===== config.mk =====
export PLATFORM = sky130hd
export DESIGN_NAME = sercfg_master
export DESIGN_NICKNAME = d
export VERILOG_FILES = /design/src/rtl/sercfg_pkg.sv /design/src/rtl/sercfg_divider.sv /design/src/rtl/sercfg_timer.sv /design/src/rtl/sercfg_shifter.sv /design/src/rtl/sercfg_master.sv
export SDC_FILE = /design/constraint.sdc
export NUM_CORES = 1
export LEC_CHECK = 0
export BUFFER_PORTS_ARGS = -buffer_cell sky130_fd_sc_hd__buf_2
export CORE_UTILIZATION = 55
export DETAILED_ROUTE_END_ITERATION = 6
export GPL_TIMING_DRIVEN = 0
export HOLD_SLACK_MARGIN = 0.05
export PLACE_DENSITY = 0.75
export SLEW_MARGIN = 30
export SYNTH_ARGS = -nofsm -noshare
export SYNTH_HDL_FRONTEND = slang
export SYNTH_SLANG_ARGS = --single-unit

===== constraint.sdc =====
create_clock -name clk -period 2.54 [get_ports clk]
set_input_delay 0.635 -clock clk [delete_from_list [all_inputs] [get_ports clk]]
set_output_delay 0.635 -clock clk [all_outputs]
set_load 0.05 [all_outputs]

===== src/rtl/sercfg_pkg.sv =====
package sercfg_pkg;

  typedef enum logic [2:0] {
    ST_IDLE  = 3'd0,
    ST_PROG  = 3'd1,
    ST_WAKE  = 3'd2,
    ST_LOAD  = 3'd3,
    ST_FLUSH = 3'd4,
    ST_OK    = 3'd5,
    ST_FAIL  = 3'd6
  } sercfg_state_e;

  // A load fault: target pulls init low while it has not reported done.
  function automatic logic f_crc_fault(input logic init_n, input logic done);
    return (!init_n) && (!done);
  endfunction

  // Last cycle of a window of `span` cycles counted from zero.
  function automatic logic f_last_of(input logic [31:0] count, input logic [31:0] span);
    return count == (span - 32'd1);
  endfunction

  // States in which a wait limit is running.
  function automatic logic f_is_wait(input sercfg_state_e s);
    return (s == ST_PROG) || (s == ST_WAKE) || (s == ST_FLUSH);
  endfunction

  function automatic logic f_is_busy(input sercfg_state_e s);
    return (s == ST_PROG) || (s == ST_WAKE) || (s == ST_LOAD) || (s == ST_FLUSH);
  endfunction

endpackage


===== src/rtl/sercfg_divider.sv =====
module sercfg_divider #(
  parameter int unsigned CLK_DIV = 4
) (
  input  logic clk,
  input  logic rst_n,
  input  logic restart_i,
  output logic tick_o
);
  import sercfg_pkg::*;

  generate
    if (CLK_DIV <= 1) begin : g_nodiv
      logic unused_restart;
      assign unused_restart = restart_i;
      assign tick_o = 1'b1;
    end else begin : g_div
      localparam int unsigned CW = $clog2(CLK_DIV);
      logic [CW-1:0] cnt_q;
      assign tick_o = f_last_of(32'(cnt_q), CLK_DIV);
      always_ff @(posedge clk or negedge rst_n) begin
        if (!rst_n)                    cnt_q <= '0;
        else if (restart_i || tick_o)  cnt_q <= '0;
        else                           cnt_q <= cnt_q + CW'(1);
      end
    end
  endgenerate

endmodule


===== src/rtl/sercfg_timer.sv =====
module sercfg_timer #(
  parameter int unsigned LIMIT = 1000000
) (
  input  logic clk,
  input  logic rst_n,
  input  logic clear_i,
  output logic expired_o
);
  import sercfg_pkg::*;

  localparam int unsigned TW = (LIMIT > 1) ? $clog2(LIMIT) : 1;
  logic [TW-1:0] cnt_q;

  assign expired_o = f_last_of(32'(cnt_q), LIMIT);

  always_ff @(posedge clk or negedge rst_n) begin
    if (!rst_n)         cnt_q <= '0;
    else if (clear_i)   cnt_q <= '0;
    else if (!expired_o) cnt_q <= cnt_q + TW'(1);
  end

  a_r4_window_bounded: assert property (@(posedge clk) disable iff (!rst_n)
    expired_o |=> (clear_i == 1'b0) || (cnt_q == '0) || expired_o);

endmodule


===== src/rtl/sercfg_shifter.sv =====
module sercfg_shifter #(
  parameter int unsigned CLK_DIV = 4
) (
  input  logic       clk,
  input  logic       rst_n,
  input  logic       load_i,
  input  logic [7:0] load_byte_i,
  input  logic [3:0] load_bits_i,
  input  logic       abort_i,
  output logic       idle_o,
  output logic       cclk_o,
  output logic       din_o
);
  logic       tick_w;
  logic       busy_q, high_q, cclk_q, din_q;
  logic [3:0] left_q;
  logic [7:0] sreg_q;

  sercfg_divider #(.CLK_DIV(CLK_DIV)) i_div (
    .clk(clk), .rst_n(rst_n), .restart_i(load_i), .tick_o(tick_w)
  );

  always_ff @(posedge clk or negedge rst_n) begin
    if (!rst_n) begin
      busy_q <= 1'b0; high_q <= 1'b0; cclk_q <= 1'b0; din_q <= 1'b0;
      left_q <= '0;   sreg_q <= '0;
    end else if (abort_i) begin
      busy_q <= 1'b0; high_q <= 1'b0; cclk_q <= 1'b0; din_q <= 1'b0;
      left_q <= '0;
    end else if (load_i) begin
      busy_q <= 1'b1;
      high_q <= 1'b0;
      cclk_q <= 1'b0;
      din_q  <= load_byte_i[7];
      sreg_q <= {load_byte_i[6:0], 1'b0};
      left_q <= load_bits_i;
    end else if (busy_q && tick_w) begin
      if (!high_q) begin
        cclk_q <= 1'b1;
        high_q <= 1'b1;
        left_q <= left_q - 4'd1;
      end else begin
        cclk_q <= 1'b0;
        high_q <= 1'b0;
        if (left_q == 4'd0) begin
          busy_q <= 1'b0;
        end else begin
          din_q  <= sreg_q[7];
          sreg_q <= {sreg_q[6:0], 1'b0};
        end
      end
    end
  end

  assign idle_o = !busy_q;
  assign cclk_o = cclk_q;
  assign din_o  = din_q;

  // data is held steady while the clock is high
  a_r5_din_stable_high: assert property (@(posedge clk) disable iff (!rst_n)
    cclk_q |-> $stable(din_q));
  // the clock moves only on a divided tick, a load or an abort
  a_r5_cclk_on_tick: assert property (@(posedge clk) disable iff (!rst_n)
    !$stable(cclk_q) |-> $past(tick_w || abort_i || load_i));
  // a load is only presented to an idle shifter
  a_r6_load_when_idle: assert property (@(posedge clk) disable iff (!rst_n)
    load_i |-> !busy_q);

endmodule


===== src/rtl/sercfg_master.sv =====
module sercfg_master #(
  parameter int unsigned CLK_DIV     = 4,
  parameter int unsigned WAIT_CYCLES = 1000000,
  parameter int unsigned LEN_W       = 16
) (
  input  logic             clk,
  input  logic             rst_n,
  input  logic             start_i,
  input  logic [LEN_W-1:0] length_i,
  input  logic [7:0]       byte_data_i,
  input  logic             byte_valid_i,
  output logic             byte_ready_o,
  input  logic             init_n_i,
  input  logic             done_i,
  output logic             prog_n_o,
  output logic             cclk_o,
  output logic             din_o,
  output logic             busy_o,
  output logic             ok_o,
  output logic             timeout_o,
  output logic             crc_err_o
);
  import sercfg_pkg::*;

  localparam logic [3:0] BYTE_BITS  = 4'd8;
  localparam logic [3:0] PULSE_BITS = 4'd1;
  localparam logic [7:0] FILL_BYTE  = 8'hFF;

  sercfg_state_e    state_q, state_d;
  logic [LEN_W-1:0] len_q, count_q;
  logic             tmo_q, crc_q;

  // named internal events
  logic       ev_start, ev_accept, ev_timeout, ev_crc, ev_abort;
  logic       sh_idle, sh_load, expired_w, timer_clear, fault_w, all_taken;
  logic [7:0] sh_byte;
  logic [3:0] sh_bits;

  assign fault_w   = f_crc_fault(init_n_i, done_i);
  assign all_taken = (count_q == len_q);

  always_comb begin
    state_d    = state_q;
    ev_start   = 1'b0;
    ev_accept  = 1'b0;
    ev_timeout = 1'b0;
    ev_crc     = 1'b0;
    sh_load    = 1'b0;
    sh_byte    = byte_data_i;
    sh_bits    = BYTE_BITS;
    unique case (state_q)
      ST_IDLE, ST_OK, ST_FAIL: begin
        if (start_i) begin
          state_d  = ST_PROG;
          ev_start = 1'b1;
        end
      end
      ST_PROG: begin
        if (!init_n_i)      state_d = ST_WAKE;
        else if (expired_w) begin state_d = ST_FAIL; ev_timeout = 1'b1; end
      end
      ST_WAKE: begin
        if (init_n_i)       state_d = ST_LOAD;
        else if (expired_w) begin state_d = ST_FAIL; ev_timeout = 1'b1; end
      end
      ST_LOAD: begin
        if (sh_idle) begin
          if (all_taken)          state_d = ST_FLUSH;
          else if (fault_w)       begin state_d = ST_FAIL; ev_crc = 1'b1; end
          else if (byte_valid_i)  begin sh_load = 1'b1; ev_accept = 1'b1; end
        end
      end
      ST_FLUSH: begin
        if (sh_idle && done_i) state_d = ST_OK;
        else if (expired_w)    begin state_d = ST_FAIL; ev_timeout = 1'b1; end
        else if (sh_idle) begin
          sh_load = 1'b1;
          sh_byte = FILL_BYTE;
          sh_bits = PULSE_BITS;
        end
      end
      default: state_d = ST_IDLE;
    endcase
  end

  assign ev_abort    = (state_d == ST_FAIL) && (state_q != ST_FAIL);
  assign timer_clear = !f_is_wait(state_q) || (state_d != state_q);

  always_ff @(posedge clk or negedge rst_n) begin
    if (!rst_n) begin
      state_q <= ST_IDLE;
      len_q   <= '0;
      count_q <= '0;
      tmo_q   <= 1'b0;
      crc_q   <= 1'b0;
    end else begin
      state_q <= state_d;
      if (ev_start) begin
        len_q   <= length_i;
        count_q <= '0;
        tmo_q   <= 1'b0;
        crc_q   <= 1'b0;
      end
      if (ev_accept)  count_q <= count_q + LEN_W'(1);
      if (ev_timeout) tmo_q   <= 1'b1;
      if (ev_crc)     crc_q   <= 1'b1;
    end
  end

  sercfg_timer #(.LIMIT(WAIT_CYCLES)) i_timer (
    .clk(clk), .rst_n(rst_n), .clear_i(timer_clear), .expired_o(expired_w)
  );

  sercfg_shifter #(.CLK_DIV(CLK_DIV)) i_shift (
    .clk(clk), .rst_n(rst_n),
    .load_i(sh_load), .load_byte_i(sh_byte), .load_bits_i(sh_bits),
    .abort_i(ev_abort),
    .idle_o(sh_idle), .cclk_o(cclk_o), .din_o(din_o)
  );

  assign byte_ready_o = (state_q == ST_LOAD) && sh_idle && !all_taken && !fault_w;
  assign prog_n_o     = (state_q != ST_PROG);
  assign busy_o       = f_is_busy(state_q);
  assign ok_o         = (state_q == ST_OK);
  assign timeout_o    = (state_q == ST_FAIL) && tmo_q;
  assign crc_err_o    = (state_q == ST_FAIL) && crc_q;

  // prog is released right after init is seen low
  a_r2_prog_release: assert property (@(posedge clk) disable iff (!rst_n)
    (!prog_n_o && !init_n_i) |=> prog_n_o);
  // no data request and no clock while prog is driven
  a_r3_quiet_in_prog: assert property (@(posedge clk) disable iff (!rst_n)
    !prog_n_o |-> (!byte_ready_o && !cclk_o));
  // a ready request never coincides with a high clock
  a_r6_ready_clock_low: assert property (@(posedge clk) disable iff (!rst_n)
    byte_ready_o |-> !cclk_o);
  // an expiry leaves a timeout status, not busy
  a_r4_timeout_flag: assert property (@(posedge clk) disable iff (!rst_n)
    ev_timeout |=> (timeout_o && !busy_o));
  // a load fault leaves the crc status
  a_r7_crc_flag: assert property (@(posedge clk) disable iff (!rst_n)
    ev_crc |=> (crc_err_o && !timeout_o));
  // data pin is high whenever a done-wait pulse is high
  a_r8_flush_din: assert property (@(posedge clk) disable iff (!rst_n)
    (state_q == ST_FLUSH && cclk_o) |-> din_o);
  // aborted outputs are quiet and status is exclusive
  a_r9_abort_quiet: assert property (@(posedge clk) disable iff (!rst_n)
    (timeout_o || crc_err_o) |-> (!cclk_o && !din_o && prog_n_o));
  a_r9_status_onehot: assert property (@(posedge clk) disable iff (!rst_n)
    $onehot0({busy_o, ok_o, timeout_o, crc_err_o}));
  // empty length skips the data phase
  a_r10_empty_len: assert property (@(posedge clk) disable iff (!rst_n)
    (state_q == ST_LOAD && len_q == '0) |=> (state_q == ST_FLUSH));
  // a start while busy leaves the captured length alone
  a_r11_start_ignored: assert property (@(posedge clk) disable iff (!rst_n)
    (busy_o && start_i) |=> $stable(len_q));

endmodule


Word-level counts from Yosys, hierarchy flattened
Cells that the tools add are included.
{"block": "totals", "reg_bits": 74, "output_inout_bits": 8}
{"block": "classes", "n_addsub": 4, "eq_ne": 17, "n_mux": 67, "bitwise_logic": 1, "reduce_logical": 36}
{"op": "two-way mux 8 bit", "count": 8}
{"op": "two-way mux 20 bit", "count": 2}
{"op": "two-way mux 1 bit", "count": 35}
{"op": "two-way mux 16 bit", "count": 2}
{"op": "two-way mux 4 bit", "count": 8}
{"op": "two-way mux 3 bit", "count": 8}
{"op": "adder 20 x 1 -> 20 bit (second input constant)", "count": 1}
{"op": "== test 20 bit (second input constant)", "count": 1}
{"op": "adder 16 x 1 -> 16 bit (second input constant)", "count": 1}
{"op": "== test 16 bit", "count": 1}
{"op": "one-hot mux 3 bit (5 select lines)", "count": 1}
{"op": "== test 3 bit (second input constant)", "count": 4}
{"op": "nonzero test 2 bit", "count": 5}
{"op": "logical AND 1 bit", "count": 9}
{"op": "!= test 3 bit (second input constant)", "count": 3}
{"op": "nonzero test 3 bit", "count": 3}
{"op": "== test 3 x 2 -> 1 bit (second input constant)", "count": 2}
{"op": "zero test 1 bit", "count": 6}
{"op": "logical OR 1 bit", "count": 6}
{"op": "AND reduction 3 bit", "count": 2}
{"op": "zero test 4 bit", "count": 1}
{"op": "AND reduction 4 bit", "count": 1}
{"op": "subtractor 4 x 1 -> 4 bit (second input constant)", "count": 1}
{"op": "== test 3 x 1 -> 1 bit (second input constant)", "count": 1}
{"op": "other kinds (13)", "count": 13}

Depth between registers and ports, before layout
{"block": "logic_depth", "word_depth": 10, "mapped_depth": 9, "mapped_depth_nobuf": 8}

Modules after synthesis
A second synthesis with hierarchy kept.
{"block": "unflattened", "cells_unflattened": 435, "area_unflattened_um2": 4220.3}
{"mod": "sercfg_master", "instances": 1, "cells_each": 237, "area_per_inst_um2": 2269.7, "seq_area_each_um2": 925.9}
{"mod": "sercfg_timer", "instances": 1, "cells_each": 106, "area_per_inst_um2": 1054.8, "seq_area_each_um2": 500.5}
{"mod": "sercfg_shifter", "instances": 1, "cells_each": 87, "area_per_inst_um2": 810.8, "seq_area_each_um2": 350.3}
{"mod": "sercfg_divider", "instances": 1, "cells_each": 5, "area_per_inst_um2": 85.1, "seq_area_each_um2": 50.0}

Least setup slack after synthesis
No wires, ideal clock.
{"block": "synth_timing", "path_kind": "flip-flop to output port", "from": "register count_q[8]", "to": "output port byte_ready_o", "t_arrival_ns": 2.214, "required_ns": 1.905, "setup_slack_ns": -0.309, "path_stages_with_launch": 7, "path_buffers": 2, "path_cell_list": "dfrtp_1 > xor2_1 > nor4_1 > and4_1 > buf_2 > buf_2 > nor3_1"}
{"block": "synth_between", "elab_chain_len": 4}
{"element": "start, declared", "line_no": "sercfg_master.sv:30", "rtl": "logic [LEN_W-1:0] len_q, count_q;"}
{"element": "start signal, assigned", "line_no": "sercfg_master.sv:104", "rtl": "if (ev_accept) count_q <= count_q + LEN_W'(1);"}
{"element": "== test 16 bit", "line_no": "sercfg_master.sv:40", "rtl": "assign all_taken = (count_q == len_q);"}
{"element": "zero test 1 bit", "line_no": "sercfg_master.sv:121", "rtl": "assign byte_ready_o = (state_q == ST_LOAD) && sh_idle && !all_taken && !fault_w;"}
{"element": "logical AND 1 bit (2 in series)", "line_no": "sercfg_master.sv:121"}
{"element": "end, declared", "line_no": "sercfg_master.sv:12", "rtl": "output logic byte_ready_o,"}
Every way passes these cells.

Worst setup path in the final report
{"block": "layout_timing", "from": "register len_q[3]", "to": "output port byte_ready_o"}
{"block": "layout_between", "elab_chain_len": 4}
{"element": "start, declared", "line_no": "sercfg_master.sv:30"}
{"element": "start signal, assigned", "line_no": "sercfg_master.sv:99", "rtl": "len_q <= length_i;"}
{"element": "== test 16 bit", "line_no": "sercfg_master.sv:40"}
{"element": "zero test 1 bit", "line_no": "sercfg_master.sv:121"}
{"element": "logical AND 1 bit (2 in series)", "line_no": "sercfg_master.sv:121"}
Every way passes these cells.

==> metrics <==
Worst Tran Pin Value=0.577 ns; Setup WS post-layout=-0.107 ns; top_reg_cell synth=dfrtp_1; Pre-antenna DRT Iters=5; Clock power frac=23.6%; endpoints failing setup=1; CTS H-Tree Depth=3; crit-path max FO=6; layout cell share with drive strength beyond 1=27.6%; period utilization=104%; root buf cell=clkbuf_8; per-cell routed wire length=15.7 um; CP top delay family=simple AND/OR/NAND/NOR gates; sequential area share after synthesis=44.3%; via count of the first global-routing pass=3154; Max transition margin=61.5%; Most common cell on crit path=buf_6; Distinct cells, synth=60; routability cong.=0.867; antenna violation net count after detailed routing=0; Ys Warns=0; GR Util met2=38.3%; nets=519; total grt overflow=0; initial antenna violation count=0; Die Y-Extent=88.5 um; row cnt=31; Final Skew=0.0161 ns; syn nets=453; max incr delay on CP=0.42 ns; status=finished with violations; worst-case clock buffer depth=2; die width=88.5 um; Inserted Clock Buffers=9; die footprint=7840 um2; Fmax=378 MHz; Internal=0.00276 W; GR met1 Demand/Resource=35.5%; via count=3384; Leak=2.22 nW; max-cap viol count=0; Post-Syn Instances=419; synthesized area per cell=9.83 um2; failing checks=setup timing; total power=0.00444 W; Combinational Power Share=38.0%; crit-path cells=xor2_2, nor4_4, and4_1, buf_6, buf_8, nor3_2, buf_6; routed wire length=9.24 mm; CTS sink count=73; Crit Path Class=register to primary output; Max VDD drop=0.483 mV; number of diodes=0; area delta synth->final=19.5%; Tmin final=2.65 ns; hold slack=0.238 ns; synthesis-stage register bit count=73; vias per cell=5.75; Clk Latency, worst-skew pair=0.36 ns; most common cell after layout, fill and taps aside=dfrtp_1; ys async rst share=100%; Synth Cell Area=4120 um2; Initial Utilization=56.8%; Worst EP arrival=2.01 ns; DRC violations left=0; RSZ-0062 raised after global routing=yes; Switch Pwr=0.00168 W; CTS Hold Buffers Added=0; First DRT Iteration DRCs=231; Bufs and invs on worst path=3; io pins=38; DP Wirelength=6.30 mm; # port buffers=37; first-pass GRT wire length=15.0 mm; Global Route Usage Sum=25.1%; Req. time, crit path=1.90 ns; EDFF count, synth=0; Final Hold Fails=0; CTS tree=yes; crit start category=register; GR peak layer=met2; Clk pin slew, worst setup/hold paths=0.08 ns; fillers=567; largest net degree at the start of global routing=38; commonest non-fill, non-tap cells in the layout=dfrtp_1, nor2_1, buf_2; Final Max Slew Viols=0; met3 Track Usage GR=4.76%; Reg power frac=38.5%; Crit-path slowest cell=dfrtp_1; Sw Share=37.9%; worst hold path class=input pin to asynchronous set/reset pin; CP Capture Type=primary output; PwrDens=902 nW/um2; Core Area=7250 um2
## metal layers
metal	up-vias	wire [um]
li1	1633	-
met2	94	4330
met3	14	350
met1	1643	4430
met4	0	129
met5	-	0
## worst paths after layout
path	startpoint	end	slack [ns]	cells after the start
setup / recovery	len_q[3]	byte_ready_o	-0.11	7
hold / removal	rst_n	state_q[2]	0.24	1
setup reg to reg	i_timer.cnt_q[11]	i_shift.sreg_q[4]	0.11	8
hold reg to reg	i_shift.i_div.g_div.cnt_q[0]	i_shift.i_div.g_div.cnt_q[0]	0.45	1
max in group asynchronous	rst_n	count_q[0]	1.72	2
min in group clk	i_shift.i_div.g_div.cnt_q[0]	i_shift.i_div.g_div.cnt_q[0]	0.45	1
## stage by stage
stage               setup WS (ns)  TNS (ns)  cell area (um2)  util (%)  std cells
finish                     -0.107    -0.107             4920      67.9        589
global route               -0.189    -0.189             4920      67.9        589
CTS                        -0.166    -0.166             4780      65.8        577
detailed placement         -0.415     -4.91             4460      61.4        556
global placement           -0.297     -3.11             4430      61.1        555
floorplan                   0.110         0             4120         -        419
## worst register-to-register path: cells and delay by family, from the launching register on
kind	cells	cell delay (ns)
AO/OA/AOI/OAI	4	0.74
flip-flops	1	0.44
buffers and inverters	2	0.35
AND/OR/NAND/NOR	2	0.77
## registers in the layout (all words and copies together) (netlist names)
signal,flops
i_shift.high_q,1
i_timer.cnt_q,20
state_q,3
crc_q,1
tmo_q,1
i_shift.busy_q,1
len_q,16
i_shift.din_o,1
i_shift.left_q,4
i_shift.sreg_q,7
count_q,16
i_shift.i_div.g_div.cnt_q,2
## power by group through the flow
stage	registers, W	logic (W)	clock network [W]
after CTS	0.00171	0.00165	0.00106
after floorplan	0.00172	0.00119	0
final	0.00171	0.00169	0.00105
after detailed placement	0.00173	0.00156	0
after global placement	0.00172	0.00152	0
after global routing	0.00174	0.00185	0.00111
## layout make-up
cell class	count	area, um2	area share (%)
flip-flops and latches	73	1830	37.2
inverters	12	45.0	0.915
repair buffers	55	342	6.94
clock buffers	10	138	2.80
clock inverters	6	90.1	1.83
well taps	99	124	2.52
multi-input cells	317	2250	45.6
plain buffers	17	108	2.19
## cells in the mapped netlist, types with 5 or more instances
cell type  count  area share [%]
a211o_1        6             1.3
a21oi_1        9             1.1
and3_1         9             1.4
buf_2          8            0.97
clkbuf_1       6            0.55
dfrtp_1       73              44
inv_1         12             1.1
mux2_2        16             4.4
mux2i_1        9             2.2
nand2_1       35             3.2
nand2b_1       5            0.76
nand3_1       19             2.3
nand4_1        8             1.2
nor2_1        43             3.9
nor2b_1        8             1.2
nor3_1        19             2.3
nor3b_1        5            0.91
nor4_1        11             1.7
o21ai_0       11             1.3
o221ai_1       6             1.3
xnor2_1       19             4.0
xor2_1        20             4.3
## what timing repair did
action	4_1_cts	5_1_grt
resized for setup	15	12
setup buffers	5	12
pin swaps	4	8
setup endpoints to repair	32	50
## cell families after synthesis
group,count (synthesis),share of synthesized area [%]
flops,73,44.3
xor+xnor,39,8.29
simple gates,181,23.1
buf+inv,29,3.25
compound gates,68,13.2
fa+ha+maj,4,1.22
mux,25,6.56
Power figures use the tool's default switching activity.
